[config.mk]
export PLATFORM = sky130hd
export DESIGN_NAME = adc_pwr_ctrl
export DESIGN_NICKNAME = d
export VERILOG_FILES = /design/src/rtl/adc_pwr_pkg.sv /design/src/rtl/in_sync_edge.sv /design/src/rtl/pwr_mode_fsm.sv /design/src/rtl/frame_lockout.sv /design/src/rtl/ref_settle.sv /design/src/rtl/adc_pwr_ctrl.sv
export SDC_FILE = /design/constraint.sdc
export NUM_CORES = 1
export LEC_CHECK = 0
export BUFFER_PORTS_ARGS = -buffer_cell sky130_fd_sc_hd__buf_2
export CAP_MARGIN = 40
export CORE_MARGIN = 10
export CORE_UTILIZATION = 34
export CTS_CLUSTER_DIAMETER = 100
export DETAILED_ROUTE_END_ITERATION = 10
export GPL_TIMING_DRIVEN = 1
export REMOVE_ABC_BUFFERS = 1
export SYNTH_ARGS = -nofsm -noshare
export SYNTH_HDL_FRONTEND = slang
export SYNTH_SLANG_ARGS = --single-unit
[constraint.sdc]
create_clock -name clk -period 2.9 [get_ports clk]
set_input_delay 0.29 -clock clk [delete_from_list [all_inputs] [get_ports clk]]
set_output_delay 0.29 -clock clk [all_outputs]
set_load 0.005 [all_outputs]
[src/rtl/adc_pwr_pkg.sv]
package adc_pwr_pkg;
  typedef enum logic [1:0] {
    PM_ACTIVE = 2'd0,
    PM_NAP    = 2'd1,
    PM_SLEEP  = 2'd2
  } pwr_mode_e;
endpackage

[src/rtl/in_sync_edge.sv]
// Multi-stage synchronizer per channel with registered rising-edge detect.
module in_sync_edge #(
  parameter int WIDTH  = 2,
  parameter int STAGES = 2
) (
  input  logic             clk,
  input  logic             rst_n,
  input  logic [WIDTH-1:0] async_in,
  output logic [WIDTH-1:0] rise_o
);
  for (genvar b = 0; b < WIDTH; b++) begin : g_ch
    logic [STAGES-1:0] pipe;
    logic              prev;
    always_ff @(posedge clk or negedge rst_n) begin
      if (!rst_n) begin
        pipe <= '0;
        prev <= 1'b0;
      end else begin
        pipe <= {pipe[STAGES-2:0], async_in[b]};
        prev <= pipe[STAGES-1];
      end
    end
    assign rise_o[b] = pipe[STAGES-1] & ~prev;
  end
endmodule

[src/rtl/pwr_mode_fsm.sv]
// Counts strobe edges with no serial-clock edge between them and picks the power state.
module pwr_mode_fsm
  import adc_pwr_pkg::*;
#(
  parameter int NAP_EDGES   = 2,
  parameter int SLEEP_EDGES = 4
) (
  input  logic      clk,
  input  logic      rst_n,
  input  logic      sck_rise,
  input  logic      conv_rise,
  output pwr_mode_e mode_o,
  output logic      enter_sleep_o,
  output logic      wake_sleep_o
);
  localparam int CW = $clog2(SLEEP_EDGES + 1);
  localparam logic [CW-1:0] SLP_N = CW'(SLEEP_EDGES);
  localparam logic [CW-1:0] NAP_N = CW'(NAP_EDGES);

  logic [CW-1:0] idle_cnt, base_cnt, next_cnt;
  pwr_mode_e     mode_q, mode_d;

  always_comb begin
    base_cnt = sck_rise ? '0 : idle_cnt;
    next_cnt = base_cnt;
    if (conv_rise && base_cnt < SLP_N) next_cnt = base_cnt + 1'b1;
  end

  always_comb begin
    mode_d = mode_q;
    if (sck_rise) begin
      mode_d = PM_ACTIVE;
    end else if (conv_rise) begin
      if (next_cnt >= SLP_N)      mode_d = PM_SLEEP;
      else if (next_cnt >= NAP_N) mode_d = PM_NAP;
    end
  end

  always_ff @(posedge clk or negedge rst_n) begin
    if (!rst_n) begin
      idle_cnt <= '0;
      mode_q   <= PM_ACTIVE;
    end else begin
      idle_cnt <= next_cnt;
      mode_q   <= mode_d;
    end
  end

  assign mode_o        = mode_q;
  assign enter_sleep_o = (mode_d == PM_SLEEP) && (mode_q != PM_SLEEP);
  assign wake_sleep_o  = (mode_q == PM_SLEEP) && sck_rise;
endmodule

[src/rtl/frame_lockout.sv]
// Starts a frame on an accepted strobe edge and holds it for FRAME_EDGES serial-clock edges.
module frame_lockout #(
  parameter int FRAME_EDGES = 96
) (
  input  logic clk,
  input  logic rst_n,
  input  logic conv_rise,
  input  logic sck_rise,
  input  logic mode_active,
  output logic start_o,
  output logic busy_o
);
  localparam int FW = $clog2(FRAME_EDGES);
  localparam logic [FW-1:0] LAST = FW'(FRAME_EDGES - 1);

  logic [FW-1:0] edge_cnt;
  logic          busy_q;

  assign start_o = conv_rise && mode_active && !busy_q;

  always_ff @(posedge clk or negedge rst_n) begin
    if (!rst_n) begin
      busy_q   <= 1'b0;
      edge_cnt <= '0;
    end else if (start_o) begin
      busy_q   <= 1'b1;
      edge_cnt <= '0;
    end else if (busy_q && sck_rise) begin
      if (edge_cnt == LAST) begin
        busy_q   <= 1'b0;
        edge_cnt <= '0;
      end else begin
        edge_cnt <= edge_cnt + 1'b1;
      end
    end
  end

  assign busy_o = busy_q;
endmodule

[src/rtl/ref_settle.sv]
// Reference-ready model: low in sleep, high again SETTLE_CYCLES clocks after waking.
module ref_settle #(
  parameter int SETTLE_CYCLES = 200000
) (
  input  logic clk,
  input  logic rst_n,
  input  logic enter_sleep,
  input  logic wake,
  output logic ready_o
);
  localparam int CW = $clog2(SETTLE_CYCLES + 1);
  localparam logic [CW-1:0] LAST = CW'(SETTLE_CYCLES - 1);

  logic [CW-1:0] tick;
  logic          settling, ready_q;

  always_ff @(posedge clk or negedge rst_n) begin
    if (!rst_n) begin
      ready_q  <= 1'b1;
      settling <= 1'b0;
      tick     <= '0;
    end else if (enter_sleep) begin
      ready_q  <= 1'b0;
      settling <= 1'b0;
      tick     <= '0;
    end else if (wake) begin
      ready_q  <= 1'b0;
      settling <= 1'b1;
      tick     <= '0;
    end else if (settling) begin
      if (tick == LAST) begin
        ready_q  <= 1'b1;
        settling <= 1'b0;
      end else begin
        tick <= tick + 1'b1;
      end
    end
  end

  assign ready_o = ready_q;
endmodule

[src/rtl/adc_pwr_ctrl.sv]
module adc_pwr_ctrl
  import adc_pwr_pkg::*;
#(
  parameter int SYNC_STAGES   = 2,
  parameter int FRAME_EDGES   = 96,
  parameter int NAP_EDGES     = 2,
  parameter int SLEEP_EDGES   = 4,
  parameter int SETTLE_CYCLES = 200000
) (
  input  logic       clk,
  input  logic       rst_n,
  input  logic       sck_in,
  input  logic       conv_in,
  output logic       conv_start,
  output logic       frame_busy,
  output logic [1:0] pwr_mode,
  output logic       ref_ready,
  output logic       acc_warn
);
  logic [1:0] rise;
  logic       sck_rise, conv_rise;
  pwr_mode_e  mode;
  logic       enter_sleep, wake_sleep, start;
  logic       start_q, warn_q;

  in_sync_edge #(.WIDTH(2), .STAGES(SYNC_STAGES)) u_sync (
    .clk      (clk),
    .rst_n    (rst_n),
    .async_in ({conv_in, sck_in}),
    .rise_o   (rise)
  );
  assign sck_rise  = rise[0];
  assign conv_rise = rise[1];

  pwr_mode_fsm #(.NAP_EDGES(NAP_EDGES), .SLEEP_EDGES(SLEEP_EDGES)) u_fsm (
    .clk           (clk),
    .rst_n         (rst_n),
    .sck_rise      (sck_rise),
    .conv_rise     (conv_rise),
    .mode_o        (mode),
    .enter_sleep_o (enter_sleep),
    .wake_sleep_o  (wake_sleep)
  );

  frame_lockout #(.FRAME_EDGES(FRAME_EDGES)) u_frame (
    .clk         (clk),
    .rst_n       (rst_n),
    .conv_rise   (conv_rise),
    .sck_rise    (sck_rise),
    .mode_active (mode == PM_ACTIVE),
    .start_o     (start),
    .busy_o      (frame_busy)
  );

  ref_settle #(.SETTLE_CYCLES(SETTLE_CYCLES)) u_ref (
    .clk         (clk),
    .rst_n       (rst_n),
    .enter_sleep (enter_sleep),
    .wake        (wake_sleep),
    .ready_o     (ref_ready)
  );

  always_ff @(posedge clk or negedge rst_n) begin
    if (!rst_n) begin
      start_q <= 1'b0;
      warn_q  <= 1'b0;
    end else begin
      start_q <= start;
      if (start) warn_q <= !ref_ready;
    end
  end

  assign conv_start = start_q;
  assign acc_warn   = warn_q;
  assign pwr_mode   = mode;
endmodule

==> impl_metrics.prom <==
# TYPE chip_impl_metric gauge
chip_impl_metric{name="postLayoutCoreUtil",unit="%"} 39.3
chip_impl_info{name="synth_flop_cell",value="sky130_fd_sc_hd__dfrtp_1"} 1
chip_impl_metric{name="cp.arrival",unit="ns"} 2.32
chip_impl_metric{name="drc_errors",unit=""} 0
chip_impl_metric{name="synth-warning-count",unit=""} 0
chip_impl_metric{name="seq_area",unit="mm2"} 0.00103
chip_impl_info{name="worst_setup_path_startpoint",value="u_sync.g_ch[0].prev"} 1
chip_impl_metric{name="synthMuxAreaShare",unit="%"} 1.45
chip_impl_metric{name="worst_tran_pin_value",unit="ns"} 0.461
chip_impl_metric{name="grt_max_degree",unit=""} 27
chip_impl_metric{name="finalWorstPathRequiredPeriod",unit="ns"} 2.15
chip_impl_info{name="critical-path-slowest-cell",value="sky130_fd_sc_hd__dfrtp_1"} 1
chip_impl_metric{name="power.share.clock",unit="%"} 32.4
chip_impl_info{name="most_frequent_standard_cell_in_the_layout_excluding_fill_and_tap_cells",value="sky130_fd_sc_hd__dfrtp_1"} 1
chip_impl_metric{name="overflow",unit=""} 0
chip_impl_metric{name="fin_tns_setup",unit="ns"} 0
chip_impl_metric{name="post_cts_resize_count",unit=""} 0
chip_impl_metric{name="critPathMaxStageDelay",unit="ns"} 0.38
chip_impl_metric{name="num_antenna_cells",unit=""} 0
chip_impl_info{name="cp-start-kind",value="register"} 1
chip_impl_info{name="timing.critical_path.cells",value="nand2b_1 > and2_1 > ha_1 > nand3b_1 > nand2_1 > a21o_1 > o21ai_2 > buf_4 > a21oi_1"} 1
chip_impl_metric{name="io-pin-count",unit=""} 10
chip_impl_info{name="tritoncts",value="built"} 1
chip_impl_metric{name="port_buffers",unit=""} 9
chip_impl_info{name="crit_path_end_kind",value="register"} 1
chip_impl_metric{name="sequential_cell_fraction_of_total_power",unit="%"} 49.2
chip_impl_metric{name="cts-buffers-inserted",unit=""} 5
chip_impl_metric{name="post_synth_and_or_nand_nor_area_fraction",unit="%"} 23.6
chip_impl_metric{name="routed_wire_length_per_instance",unit="um"} 13.1
chip_impl_info{name="outcome",value="finished clean"} 1
chip_impl_metric{name="p_leak",unit="nW"} 0.990
chip_impl_metric{name="maxSlewViolCount",unit=""} 0
chip_impl_info{name="launch_point_of_the_worst_hold_path",value="sck_in"} 1
chip_impl_metric{name="ys_async_sr_fraction",unit="%"} 100
chip_impl_metric{name="netSwitchingFraction",unit="%"} 29.8
chip_impl_metric{name="layout.filler_cells",unit=""} 582
chip_impl_metric{name="dieArea",unit="mm2"} 0.00959
chip_impl_metric{name="clk-insertion-delay-late",unit="ns"} 0.30
chip_impl_metric{name="critPathRequiredTime",unit="ns"} 3.07
chip_impl_metric{name="share_comb_of_total_power",unit="%"} 18.4
chip_impl_info{name="path_class",value="register to register"} 1
chip_impl_metric{name="vias",unit=""} 1484
chip_impl_metric{name="dieHeight",unit="um"} 97.9
chip_impl_metric{name="track_usage",unit="%"} 8.27
chip_impl_metric{name="drv_cap",unit=""} 0
chip_impl_metric{name="htree_num_levels",unit=""} 2
chip_impl_metric{name="detailedPlace.worstSlack",unit="ns"} 0.746
chip_impl_metric{name="antenna_violations_before_repair",unit=""} 0
chip_impl_metric{name="mappedNetlistArea",unit="mm2"} 0.00207
chip_impl_metric{name="post_route_cells_drive_above_1_share",unit="%"} 15.2
chip_impl_metric{name="dp_hpwl",unit="um"} 2730
chip_impl_metric{name="netSwitchingPower",unit="mW"} 0.432
chip_impl_metric{name="post_synth_xor_area_fraction",unit="%"} 3.82
chip_impl_metric{name="first_global_vias",unit=""} 1412
chip_impl_info{name="startpoint_of_the_most_critical_register_to_register_path",value="u_sync.g_ch[0].prev"} 1
chip_impl_metric{name="p_int",unit="mW"} 1.02
chip_impl_metric{name="grt_first_pass_wirelength",unit="um"} 6780
chip_impl_metric{name="die_x",unit="um"} 97.9
chip_impl_metric{name="clock_skew",unit="ns"} 0.0122
chip_impl_metric{name="tritoncts_num_sinks",unit=""} 41
chip_impl_metric{name="period_share",unit="%"} 74.0
chip_impl_metric{name="postRouteAntennaNets",unit=""} 0
chip_impl_metric{name="net_total_in_the_final_layout",unit=""} 223
chip_impl_metric{name="timing.critical_path.buf_inv",unit=""} 1
chip_impl_info{name="layout.cells.most_common_list",value="40 x sky130_fd_sc_hd__dfrtp_1, 21 x sky130_fd_sc_hd__nor2_1, 17 x sky130_fd_sc_hd__nand2_1"} 1
chip_impl_metric{name="stdcell_count",unit=""} 292
chip_impl_info{name="cp_top_family",value="simple AND/OR/NAND/NOR gates"} 1
chip_impl_metric{name="routabilityCongestion",unit=""} 0.775
chip_impl_metric{name="detail_route.iter0.violations",unit=""} 96
chip_impl_metric{name="synth_edf_count",unit=""} 0
chip_impl_metric{name="timing.slew.headroom",unit="%"} 69.1
chip_impl_metric{name="synth-seq-area-share",unit="%"} 49.7
chip_impl_metric{name="cp_max_fo",unit=""} 17
chip_impl_metric{name="synth_fa_ha_area_share",unit="%"} 1.82
chip_impl_metric{name="synthDistinctLibCells",unit=""} 51
chip_impl_metric{name="floorplan.initialDensity",unit="%"} 34.9
chip_impl_metric{name="fraction_of_the_mapped_netlist_area_in_compound_gates",unit="%"} 17.0
chip_impl_metric{name="area_growth_syn_to_layout",unit="%"} 12.6
chip_impl_info{name="synth_top_family_by_area",value="simple AND/OR/NAND/NOR gates"} 1
chip_impl_metric{name="cts_buffer_depth",unit=""} 2
chip_impl_info{name="clock-root-buffer",value="sky130_fd_sc_hd__clkbuf_8"} 1
chip_impl_metric{name="postRouteWirelength",unit="um"} 3810
chip_impl_info{name="hp-class",value="input port to register"} 1
chip_impl_metric{name="final_hold_violating_endpoints",unit=""} 0
chip_impl_metric{name="overall_power",unit="mW"} 1.45
chip_impl_info{name="rsz0062_at_grt",value="no"} 1
chip_impl_metric{name="worst_slack",unit="ns"} 0.755
chip_impl_metric{name="p_per_area",unit="mW/mm2"} 624
chip_impl_metric{name="postSynthCellCount",unit=""} 201
chip_impl_metric{name="final-setup-viol-count",unit=""} 0
chip_impl_metric{name="ys_seq_elements",unit=""} 41
chip_impl_metric{name="multi_input_comb_area",unit="um2"} 985
chip_impl_metric{name="clk_pin_slew_worst_paths",unit="ns"} 0.08
chip_impl_metric{name="drt_first_pass_iters",unit=""} 4
chip_impl_metric{name="placementRows",unit=""} 28
chip_impl_metric{name="core_box_area",unit="mm2"} 0.00592
chip_impl_metric{name="synth.avg_cell_area",unit="um2"} 10.3
chip_impl_metric{name="numPlacedInstances",unit=""} 283
chip_impl_metric{name="via_per_inst",unit=""} 5.08
chip_impl_metric{name="irDropWorstVdd",unit="mV"} 0.282
chip_impl_metric{name="clock.fmax",unit="MHz"} 466
final timing paths:
path | end | slack, ns | cells after the start
min | u_sync.g_ch[0].pipe[0] | 0.1 | 1
max | u_ref.tick[5] | 0.75 | 9
max reg2reg | u_ref.tick[5] | 0.75 | 9
min reg2reg | u_sync.g_ch[0].pipe[1] | 0.35 | 0
max in group asynchronous | u_ref.ready_o | 1.93 | 3
min in group asynchronous | u_ref.tick[16] | 0.43 | 2
cells by family (layout without fill, tap and decap cells):
group / count (synthesis) / in the layout
compound gates: 51 / 51
xor+xnor: 9 / 9
fa+ha+maj: 3 / 3
buf+inv: 10 / 26
flops: 41 / 41
mux: 3 / 3
simple gates: 84 / 84
sequential cells by signal (all words and copies together) (netlist names):
signal / flops
acc_warn: 1
conv_start: 1
u_frame.busy_o: 1
u_frame.edge_cnt: 7
u_fsm.idle_cnt: 3
u_fsm.mode_o: 2
u_ref.ready_o: 1
u_ref.settling: 1
u_ref.tick: 18
u_sync.g_ch.pipe: 4
u_sync.g_ch.prev: 2
cell type report:
class                           count  area share (%)
Inverter                            6           0.968
Multi-Input combinational cell    150            42.3
Sequential cell                    41            44.2
Timing Repair Buffer               12            3.55
Clock buffer                        5            2.96
Clock inverter                      3            1.99
Tap cell                           75            4.03
per-layer routing:
layer  share of wire (%)  vias to the layer above  GRT usage [%]
met5                   0                        -              0
met1                  53                      704           11.3
met4                 1.1                        0           4.03
li1                    -                      757              -
met2                  43                       21           11.6
met3                 3.5                        2           2.18
metrics by stage:
step,instance area [um2],hold WS (ns)
global route,2330,0.0840
floorplan,2030,-0.00559
CTS,2330,0.0810
global placement,2180,0.332
detailed placement,2200,0.238
finish,2330,0.0952
power by group through the flow:
stage / clock (mW) / combinational, mW / sequential [mW]
after floorplan: 0 / 0.193 / 0.713
after global placement: 0 / 0.264 / 0.723
after detailed placement: 0 / 0.271 / 0.723
after CTS: 0.481 / 0.274 / 0.713
after global routing: 0.508 / 0.316 / 0.726
final: 0.470 / 0.267 / 0.713
cells in the mapped netlist (all sizes together) (4+ instances only):
cell type | instances | area (um2)
dfrtp | 40 | 1000
nor2 | 21 | 78.8
nand2 | 18 | 70.1
o21ai | 17 | 100
a21oi | 14 | 70.1
nand3 | 9 | 62.6
or3 | 7 | 43.8
and2 | 6 | 37.5
inv | 6 | 22.5
xor2 | 6 | 52.6
o211ai | 5 | 37.5
nand2b | 4 | 32.5
o31ai | 4 | 30.0
or4 | 4 | 30.0
timing repair:
action                                 in CTS  in global routing
hold buffers                                1                  0
setup buffers                               0                  0
endpoints found under the hold margin      15                  0
(Power assumes the default switching activity.)
